`src/rtl/fill_split_pkg.sv`:
```
package fill_split_pkg;

    localparam int FS_ADDR_W    = 64;
    localparam int FS_SIZE_W    = 64;
    localparam int FS_WORD_W    = 32;
    localparam int FS_PITCH_W   = 32;
    localparam int FS_DIM_LOG2  = 15;
    localparam int FS_BYTE_LOG2 = 2;

    localparam int FS_DIM_W     = FS_DIM_LOG2 + 1;
    localparam int FS_ROW_SHIFT = FS_DIM_LOG2 + FS_BYTE_LOG2;
    localparam int FS_SQ_SHIFT  = 2 * FS_DIM_LOG2 + FS_BYTE_LOG2;

    localparam logic [FS_SIZE_W-1:0]  FS_WORD_BYTES = FS_SIZE_W'(1) << FS_BYTE_LOG2;
    localparam logic [FS_SIZE_W-1:0]  FS_ROW_BYTES  = FS_SIZE_W'(1) << FS_ROW_SHIFT;
    localparam logic [FS_SIZE_W-1:0]  FS_SQ_BYTES   = FS_SIZE_W'(1) << FS_SQ_SHIFT;
    localparam logic [FS_DIM_W-1:0]   FS_DIM_MAX    = FS_DIM_W'(1) << FS_DIM_LOG2;
    localparam logic [FS_PITCH_W-1:0] FS_PITCH      = FS_PITCH_W'(1) << FS_ROW_SHIFT;

    typedef enum logic [1:0] {
        FS_IDLE   = 2'd0,
        FS_EMIT   = 2'd1,
        FS_FINISH = 2'd2
    } fs_state_e;

    typedef struct packed {
        logic [FS_DIM_W-1:0]  width;
        logic [FS_DIM_W-1:0]  height;
        logic                 multi;
        logic [FS_SIZE_W-1:0] bytes;
    } fs_chunk_t;

    function automatic logic fs_has_word(input logic [FS_SIZE_W-1:0] n);
        return n >= FS_WORD_BYTES;
    endfunction

endpackage

```
`src/rtl/fill_chunk_calc.sv`:
```
module fill_chunk_calc
    import fill_split_pkg::*;
(
    input  logic [FS_SIZE_W-1:0] remain_i,
    output fs_chunk_t            chunk_o,
    output logic                 last_o
);

    logic [FS_SIZE_W-1:0] left;

    always_comb begin
        chunk_o = '0;
        if (remain_i >= FS_SQ_BYTES) begin
            chunk_o.width  = FS_DIM_MAX;
            chunk_o.height = FS_DIM_MAX;
            chunk_o.bytes  = FS_SQ_BYTES;
        end else if (remain_i >= FS_ROW_BYTES) begin
            chunk_o.width  = FS_DIM_MAX;
            chunk_o.height = FS_DIM_W'(remain_i >> FS_ROW_SHIFT);
            chunk_o.bytes  = FS_SIZE_W'(chunk_o.height) << FS_ROW_SHIFT;
        end else begin
            chunk_o.width  = FS_DIM_W'(remain_i >> FS_BYTE_LOG2);
            chunk_o.height = FS_DIM_W'(1);
            chunk_o.bytes  = FS_SIZE_W'(chunk_o.width) << FS_BYTE_LOG2;
        end
        chunk_o.multi = chunk_o.height > FS_DIM_W'(1);
    end

    assign left   = remain_i - chunk_o.bytes;
    assign last_o = !fs_has_word(left);

endmodule

```
`src/rtl/fill_cursor.sv`:
```
module fill_cursor
    import fill_split_pkg::*;
(
    input  logic                 clk,
    input  logic                 rst,
    input  logic                 load_i,
    input  logic [FS_ADDR_W-1:0] ld_addr_i,
    input  logic [FS_SIZE_W-1:0] ld_size_i,
    input  logic [FS_WORD_W-1:0] ld_fill_i,
    input  logic                 step_i,
    input  logic [FS_SIZE_W-1:0] step_bytes_i,
    output logic [FS_ADDR_W-1:0] addr_o,
    output logic [FS_SIZE_W-1:0] remain_o,
    output logic [FS_WORD_W-1:0] fill_o
);

    always_ff @(posedge clk) begin
        if (rst) begin
            addr_o   <= '0;
            remain_o <= '0;
            fill_o   <= '0;
        end else if (load_i) begin
            addr_o   <= ld_addr_i;
            remain_o <= ld_size_i;
            fill_o   <= ld_fill_i;
        end else if (step_i) begin
            addr_o   <= addr_o + FS_ADDR_W'(step_bytes_i);
            remain_o <= remain_o - step_bytes_i;
        end
    end

endmodule

```
`src/rtl/fill_split_ctrl.sv`:
```
module fill_split_ctrl
    import fill_split_pkg::*;
(
    input  logic      clk,
    input  logic      rst,
    input  logic      start_i,
    input  logic      size_ok_i,
    input  logic      accept_i,
    input  logic      last_i,
    output logic      load_o,
    output fs_state_e state_o
);

    fs_state_e state_q, state_d;

    assign load_o = start_i && (state_q == FS_IDLE);

    always_comb begin
        state_d = state_q;
        case (state_q)
            FS_IDLE:   if (load_o) state_d = size_ok_i ? FS_EMIT : FS_FINISH;
            FS_EMIT:   if (accept_i && last_i) state_d = FS_FINISH;
            FS_FINISH: state_d = FS_IDLE;
            default:   state_d = FS_IDLE;
        endcase
    end

    always_ff @(posedge clk) begin
        if (rst) state_q <= FS_IDLE;
        else     state_q <= state_d;
    end

    assign state_o = state_q;

endmodule

```
`src/rtl/fill_split.sv`:
```
module fill_split
    import fill_split_pkg::*;
(
    input  logic                  clk,
    input  logic                  rst,
    input  logic                  start_i,
    input  logic [FS_ADDR_W-1:0]  dst_addr_i,
    input  logic [FS_SIZE_W-1:0]  size_i,
    input  logic [FS_WORD_W-1:0]  fill_i,
    output logic                  busy_o,
    output logic                  chunk_valid_o,
    input  logic                  chunk_ready_i,
    output logic [FS_ADDR_W-1:0]  chunk_addr_o,
    output logic [FS_DIM_W-1:0]   chunk_width_o,
    output logic [FS_DIM_W-1:0]   chunk_height_o,
    output logic                  chunk_multi_o,
    output logic [FS_PITCH_W-1:0] chunk_pitch_o,
    output logic [FS_WORD_W-1:0]  chunk_fill_o,
    output logic                  done_o
);

    fs_state_e            state;
    fs_chunk_t            chunk;
    logic                 load, accept, last;
    logic [FS_SIZE_W-1:0] remain;

    fill_split_ctrl u_ctrl (
        .clk       (clk),
        .rst       (rst),
        .start_i   (start_i),
        .size_ok_i (fs_has_word(size_i)),
        .accept_i  (accept),
        .last_i    (last),
        .load_o    (load),
        .state_o   (state)
    );

    fill_cursor u_cursor (
        .clk          (clk),
        .rst          (rst),
        .load_i       (load),
        .ld_addr_i    (dst_addr_i),
        .ld_size_i    (size_i),
        .ld_fill_i    (fill_i),
        .step_i       (accept),
        .step_bytes_i (chunk.bytes),
        .addr_o       (chunk_addr_o),
        .remain_o     (remain),
        .fill_o       (chunk_fill_o)
    );

    fill_chunk_calc u_calc (
        .remain_i (remain),
        .chunk_o  (chunk),
        .last_o   (last)
    );

    assign chunk_valid_o  = (state == FS_EMIT);
    assign done_o         = (state == FS_FINISH);
    assign busy_o         = (state != FS_IDLE);
    assign accept         = chunk_valid_o && chunk_ready_i;
    assign chunk_width_o  = chunk.width;
    assign chunk_height_o = chunk.height;
    assign chunk_multi_o  = chunk.multi;
    assign chunk_pitch_o  = FS_PITCH;

    AST_DIM_RANGE: assert property (@(posedge clk) disable iff (rst)
        chunk_valid_o |-> (chunk_width_o != '0) && (chunk_height_o != '0)
                       && (chunk_width_o <= FS_DIM_MAX) && (chunk_height_o <= FS_DIM_MAX));

    AST_ROWS_FULL: assert property (@(posedge clk) disable iff (rst)
        (chunk_valid_o && chunk_height_o > FS_DIM_W'(1)) |-> chunk_width_o == FS_DIM_MAX);

    AST_ADDR_STEP: assert property (@(posedge clk) disable iff (rst)
        (accept && !last) |=> chunk_valid_o && (chunk_addr_o == $past(chunk_addr_o)
            + FS_ADDR_W'($past(chunk_width_o)) * FS_ADDR_W'($past(chunk_height_o)) * FS_ADDR_W'(4)));

    AST_HOLD_STABLE: assert property (@(posedge clk) disable iff (rst)
        (chunk_valid_o && !chunk_ready_i) |=> chunk_valid_o && $stable(chunk_addr_o)
            && $stable(chunk_width_o) && $stable(chunk_height_o) && $stable(chunk_fill_o));

    AST_DONE_AFTER_LAST: assert property (@(posedge clk) disable iff (rst)
        (accept && last) |=> done_o && !chunk_valid_o);

    AST_DONE_SINGLE: assert property (@(posedge clk) disable iff (rst)
        done_o |=> !done_o && !busy_o);

    AST_START_IGNORED: assert property (@(posedge clk) disable iff (rst)
        (start_i && chunk_valid_o && !chunk_ready_i) |=> $stable(chunk_addr_o) && $stable(chunk_fill_o));

endmodule

```
`config.mk`:
```
export PLATFORM = sky130hd
export DESIGN_NAME = fill_split
export DESIGN_NICKNAME = d
export VERILOG_FILES = /design/src/rtl/fill_split_pkg.sv /design/src/rtl/fill_chunk_calc.sv /design/src/rtl/fill_cursor.sv /design/src/rtl/fill_split_ctrl.sv /design/src/rtl/fill_split.sv
export SDC_FILE = /design/constraint.sdc
export NUM_CORES = 1
export LEC_CHECK = 0
export ABC_AREA = 0
export BUFFER_PORTS_ARGS = -buffer_cell sky130_fd_sc_hd__buf_2
export CAP_MARGIN = 20
export CORE_UTILIZATION = 50
export CTS_CLUSTER_SIZE = 20
export DETAILED_ROUTE_END_ITERATION = 16
export PLACE_DENSITY = 0.81
export SLEW_MARGIN = 40
export SYNTH_ARGS = -nofsm -noshare
export SYNTH_HDL_FRONTEND = slang
export SYNTH_SLANG_ARGS = --single-unit
```
`constraint.sdc`:
```
create_clock -name clk -period 13.7 [get_ports clk]
set_clock_uncertainty 0.1 [all_clocks]
set_input_delay 2.055 -clock clk [delete_from_list [all_inputs] [get_ports clk]]
set_output_delay 2.055 -clock clk [all_outputs]
set_load 0.05 [all_outputs]
```
**Word level (Yosys, flattened, before mapping)**

Cells that the tools add are included.

- Output and inout port bits: 164
- Logic and storage cells: 35
- Bits of input ports: 164
- Register bits: 162

- $lt $le $gt $ge: 5
- Eq/ne operators: 4
- Mux-type cells: 12
- Add/subtract/negate cells: 2
- Reduce and logical (&&, ||, !) cells: 8

Operators by type and width:

| operator | number |
|---|---|
| $mux 64 | 4 |
| $ge 64x3->1 const B | 2 |
| $mux 33 | 2 |
| $add 64x64->64 | 1 |
| $ge 64x18->1 const B | 1 |
| $ge 64x33->1 const B | 1 |
| $mux 32 | 2 |
| $sub 64x64->64 | 1 |
| $gt 16x1->1 const B | 1 |
| $mux 2 | 3 |
| $pmux 2 s2 | 1 |
| $reduce_bool 2->1 | 2 |
| $logic_and 1x1->1 | 3 |
| $eq 2x1->1 const B | 1 |
| $eq 2x2->1 const B | 1 |
| $logic_not 2->1 | 1 |
| $ne 2x1->1 const B | 1 |
| $ne 2x2->1 const B | 1 |
| $reduce_and 2->1 | 1 |
| $logic_not 1->1 | 1 |

**Depth between registers and ports, before layout**

- Word-level depth: 9
- Mapped depth: 26
- Mapped depth without buffers: 22

**By module**

A second synthesis with hierarchy kept.

- Cell total of the unflattened synthesis: 2,631
- Area total of the unflattened synthesis: 18,836.8 um^2

Modules (own cells, without submodules):

| module | sequential area each (um^2) | instances | area an instance (um^2) | cells an instance |
|---|---|---|---|---|
| fill_cursor | 3,203.1 | 1 | 14,428.8 | 1,959 |
| fill_chunk_calc | 0.0 | 1 | 3,900.0 | 604 |
| fill_split | 0.0 | 1 | 409.1 | 59 |
| fill_split_ctrl | 40.0 | 1 | 98.8 | 9 |

**Worst setup path after synthesis**

Ideal clock, no wire load.

- Path type: reg-to-reg
- Start point: reg u_cursor.remain_o[49]
- End point: reg u_ctrl.state_q[0] (netlist: u_ctrl.state_o[0])
- Path slack: 7.014 ns
- Arrival time: 6.450 ns
- Setup time: 0.136 ns
- Cell stages (with the launch flop): 23
- Cell sequence: dfxtp_1 or4_4 nor4_4 nand3_2 inv_2 and3_1 and3_1 clkbuf_1 inv_1 nor2_1 ha_1 fa_1 nand2b_1 a211oi_1 o2111a_1 o21ai_0 a21o_1 nand2_1 or2_2 a211o_1 or4_1 nor4_1 a311oi_1

- Word-level cells in the longest chain between the ends: 9
- Elaborated cells between the ends (all ways): 10
- Those cells by class: 1 x add/sub; 3 x order compare; 1 x eq/ne; 2 x mux; 3 x reduce/logical

Ends and longest elaborated chain:

| element | RTL line | RTL |
|---|---|---|
| start, declared | fill_cursor.sv:13 | `output logic [FS_SIZE_W-1:0] remain_o,` |
| start signal, assigned | fill_cursor.sv:24 | `remain_o <= ld_size_i;` |
| start signal, assigned | fill_cursor.sv:28 | `remain_o <= remain_o - step_bytes_i;` |
| $ge 64x18->1 | fill_chunk_calc.sv:17 | `end else if (remain_i >= FS_ROW_BYTES) begin` |
| $mux 33 | fill_chunk_calc.sv:17 |  |
| $mux 33 | fill_chunk_calc.sv:13 | `if (remain_i >= FS_SQ_BYTES) begin` |
| $sub 64x64->64 (*) | fill_chunk_calc.sv:29 | `assign left = remain_i - chunk_o.bytes;` |
| $ge 64x3->1 (*) | fill_split_pkg.sv:34 | `return n >= FS_WORD_BYTES;` |
| $logic_not 1->1 (*) | fill_chunk_calc.sv:30 | `assign last_o = !fs_has_word(left);` |
| $logic_and 1x1->1 (*) | fill_split_ctrl.sv:22 | `FS_EMIT: if (accept_i && last_i) state_d = FS_FINISH;` |
| $ne 2x1->1 (no line) (*) | -- |  |
| $reduce_and 2->1 (no line) (*) | -- |  |
| end signal, assigned | fill_split_ctrl.sv:30 | `else state_q <= state_d;` |
| end, declared | fill_split_ctrl.sv:14 | `fs_state_e state_q, state_d;` |

Mark *: on every way between the ends. The rest lies on a longest branch, timed or not.
A chain may end at the register's enable or synchronous reset.

**Worst setup path after layout**

- Start point: reg u_cursor.remain_o[46]
- End point: reg u_ctrl.state_q[0] (netlist: u_ctrl.state_o[0])

The elaborated chain is that of the path after synthesis.

==> metrics.sh <==
HTREE_NUM_LEVELS=4
DETAILEDROUTE.FIRSTPASSITERATIONCOUNT=5
MAX-CLOCK-PATH-BUFFERS=2
SYNTH.MOST_COMMON_CELL='nand2_1'
TRITONCTS_NUM_SINKS=162
PLACE_INST=2373
OVERALL_ROUTING_RESOURCE_USAGE_PCT=40.52
TIMING.CRITICAL_PATH.TO_TYPE='flop'
POWER.LEAKAGE_nW=6.729
PERIOD_MINUS_SLACK_NS=7.745
RUN_STATUS='finished, final reports clean'
PORT-BUFFER-COUNT=295
TRITONCTS.NUM_BUFFERS=17
CRITICAL_PATH_ARRIVAL_NS=7.95
YOSYSUNIQUECELLTYPES=91
UNREPAIRED_SETUP_ENDPOINTS_AFTER_GLOBAL_ROUTING='no'
WORSTMARGINPINSLEW_NS=0.8696
TOP_LEVEL_PORTS=328
DRT-VIAS-PER-INSTANCE=6.621
SYNTH_ADDER_AREA_SHARE_PCT=6.073
IR_DROP_mV=0.08329
POSTROUTEWIRELENGTH_MM=56.84
CTSRESIZECOUNT=0
FINALCRITPERIODSHARE_PCT=56.53
SYNTH.YOSYS.SEQ_AREA_SHARE_PCT=24.52
MET2_WIRELENGTH_MM=25.31
TIMING.SETUP.TNS_NS=0
HIGHEST_LAYER='met4'
CTSROOTBUFFERMASTER='clkbuf_16'
DIEHEIGHT_MICRONS=164.6
GRT_START_MAX_NET_PINS=101
MAX_CAP_VIOLATIONS=0
SYNTH_COMMONEST_CELLS='282 x nand2_1, 180 x a21oi_1, 162 x dfxtp_1, 148 x nor2_1, 94 x clkbuf_1'
PLACEDINSTANCEAREA_SQ_UM=14690
ANT_NETS=0
WORST_HOLD_PATH_TYPE='flop to flop'
SLOWEST_DELAY_NS=0.69
CTS_HOLD_BUFFERS=0
FP-ROW-COUNT=59
CRIT_PATH_CELL_TRACE='or3_1, nor4_2, nand3_2, inv_2, and3_1, and3_1, inv_1, nor2_1, ha_1, fa_1, nand2b_1, a211oi_1, o2111a_1, o21ai_0, a21o_1, nand2_1, or2_2, a211o_1, or4_1, nor4_1, a311oi_1'
TIMING.CRITICAL_PATH.FROM_TYPE='flop'
FP.DIEW_MICRONS=164.6
SYN-INSTANCE-COUNT=1850
YS_TOP_CELLS_BY_AREA='dfxtp_1 25%, nand2_1 8.0%, a21oi_1 6.8%'
TIMING.SETUP.CRITICAL_PATH_CLASS='flop to flop'
SYNTH_SIMPLE_GATE_AREA_SHARE_PCT=28.82
FLOORPLAN.INITIALDENSITY_PCT=50.90
SYNTH_WARNINGS=0
DR_TOTAL_VIAS=15960
POST_DRT_WL_PER_CELL_MICRONS=23.58
SYNTH_AREA_LEADER_CELL='dfxtp_1'
CLKTRANSATPATHREGS_NS=0.08
SYNTH-COMPOUND-AREA-SHARE_PCT=29.83
POST_SYNTH_INSTANCE_AREA_SQ_UM=13230
LAYOUT.FILLER_CELLS=2471
FINAL-MAX-SLEW-VIOLATION-COUNT=0
CPLARGESTDELAYFAMILY='simple AND/OR/NAND/NOR gates'
FINISHED_LAYOUT_CELLS=2411
FRACTION_OF_SYNTHESIZED_AREA_IN_MULTIPLEXERS_PCT=0.6149
ANTENNA_FOUND_INITIAL=2
CP.BUFFERS_INVERTERS=2
LAYOUT-AREA-OVERHEAD-VS-SYNTH_PCT=16.16
DIE-AREA_SQ_UM=27110
DRT_ITER0_DRC=2169
CLOCK.FMAX_MHz=129.1
GRT_FIRST_PASS_WIRELENGTH_MM=83.44
SYNTH_SEQ_CELLS=162
SLEW_HEADROOM_PCT=42.03
SYNTH_TOP_FAMILY_BY_AREA='compound AO/OA/AOI/OAI gates'
FINALINSTANCEAREA_SQ_UM=15360
CRIT_PATH_MAX_FANOUT=18
SLOWEST_STAGE='o21ai_0'
PLACE.DETAILED.HPWL_MM=43.48
ASYNC_RESET_FF_SHARE_PCT=0
WORSTSKEWPAIRLATENCY_NS=0.46
WL_MET3_MM=5.739
GP_ROUTABILITY_CONGESTION=1.077
SYNTHDOMINANTCELLAREASHARE_PCT=24.52
SYNTH-MAIN-FF-CELL='dfxtp_1'
DRC=0
SYNTH_EDF_COUNT=0
POSTSYNTHAREAPERCELL_SQ_UM=7.149
DESIGN.CORE.AREA_SQ_UM=25980
POWER_PER_CELL_AREA_nW_PER_UM2=123.4
SYNTH_XOR_XNOR_AREA_SHARE_PCT=3.443
FINALHOLDVIOLCOUNT=0
REPORT.FINAL.SETUP_VIOL=0
DRIVE_ABOVE_1_SHARE_PCT=19.02
CRITICAL-PATH-TOP-CELL-BY-COUNT='and3_1'
FINAL_NETS=2285
WL_MET1_MM=22.88
VIA_COUNT_OF_THE_FIRST_GLOBAL_ROUTING_PASS=14250
CLOCK_TREE_FROM_TRITONCTS='built'
TOTAL_SETUP_BUFFERS_INSERTED_AFTER_CTS=0
GLOBAL_ROUTE.OVERFLOW_TOTAL=0
TIMING.CRITICAL_PATH.REQUIRED_NS=13.91
[routing by layer]
layer / vias to the layer above / GRT usage, %
met1: 7466 / 53.19
met2: 1026 / 63.16
li1: 7278 / -
met3: 194 / 7.634
met4: 0 / 20.10
met5: - / 1.136
[where the power goes]
part | switching, mW | total (mW) | internal [mW]
clock | 0.269 | 0.520 | 0.251
sequential | 0.0475 | 0.554 | 0.506
combinational | 0.576 | 0.822 | 0.246
total | 0.893 | 1.90 | 1.00
[sequential cells by signal, summed over array words and instances, names as in the netlist]
name               cells
u_cursor.remain_o     64
u_cursor.addr_o       64
u_cursor.fill_o       32
u_ctrl.state_o         2
[placed cells by master (no fill, tap or decap), types with 17 or more instances in the layout]
| cell | instances |
|---|---|
| xor2_1 | 22 |
| or4_1 | 20 |
| nor3_1 | 43 |
| xnor2_1 | 30 |
| a21o_1 | 34 |
| nor4_1 | 42 |
| nor2_1 | 146 |
| and3_1 | 24 |
| nand2_1 | 280 |
| a31oi_1 | 33 |
| nand3_1 | 39 |
| o211ai_1 | 22 |
| nand4_1 | 42 |
| clkbuf_16 | 17 |
| a21oi_1 | 180 |
| a221oi_1 | 24 |
| buf_2 | 294 |
| dfxtp_1 | 162 |
| ha_1 | 61 |
| inv_1 | 51 |
| and2_1 | 17 |
| a22oi_1 | 65 |
| conb_1 | 32 |
| o21ai_0 | 88 |
| or3_1 | 29 |
[per-stage QoR]
step / hold WS [ns] / utilization [%] / power (mW) / setup WS [ns]
2_1_floorplan: 0.3320 / - / 1.096 / 7.014
3_3_place_gp: 0.3380 / 56.36 / 1.351 / 6.492
3_5_place_dp: 0.3431 / 56.54 / 1.350 / 6.240
4_1_cts: 0.3536 / 58.98 / 1.866 / 6.218
5_1_grt: 0.3732 / 59.09 / 1.962 / 5.554
6_report: 0.3523 / 59.12 / 1.896 / 5.955
[cell families (layout without fill, tap and decap cells)]
family	after synthesis	count (layout)
DFF	162	162
muxes	8	8
buffers and inverters	199	390
adders and majority gates	63	63
and+or+nand+nor	770	770
other	2	37
AOI/OAI and AO/OA	594	594
xor gates and xnor gates	52	52
[tightest hold or removal path: cells and delay by family (launching register included)]
| family | cells | cell delay [ns] |
|---|---|---|
| flip-flops | 1 | 0.31 |
| AND/OR/NAND/NOR | 1 | 0.05 |
| AO/OA/AOI/OAI | 1 | 0.05 |
[worst paths after layout]
path                                             from                  end  slack, ns  depth (start not counted)
worst max-delay path            u_cursor.remain_o[46]    u_ctrl.state_o[0]       5.95                         21
worst min-delay path              u_cursor.fill_o[12]  u_cursor.fill_o[12]       0.35                          2
worst max register to register  u_cursor.remain_o[46]    u_ctrl.state_o[0]       5.95                         21
worst min register to register    u_cursor.fill_o[12]  u_cursor.fill_o[12]       0.35                          2
[cell type report]
| type | instances | area [sq um] | share of cell area, % |
|---|---|---|---|
| flip-flops and latches | 162 | 3243 | 21.11 |
| multi-input cells | 1519 | 9275 | 60.37 |
| inverters | 52 | 195.2 | 1.270 |
| well taps | 335 | 419.2 | 2.728 |
| clock buffers | 17 | 425.4 | 2.769 |
| repair buffers | 306 | 1584 | 10.31 |
| clock inverters | 15 | 209.0 | 1.360 |
| diodes | 5 | 12.51 | 0.08144 |
No activity file was read; power rests on OpenSTA's default activity.
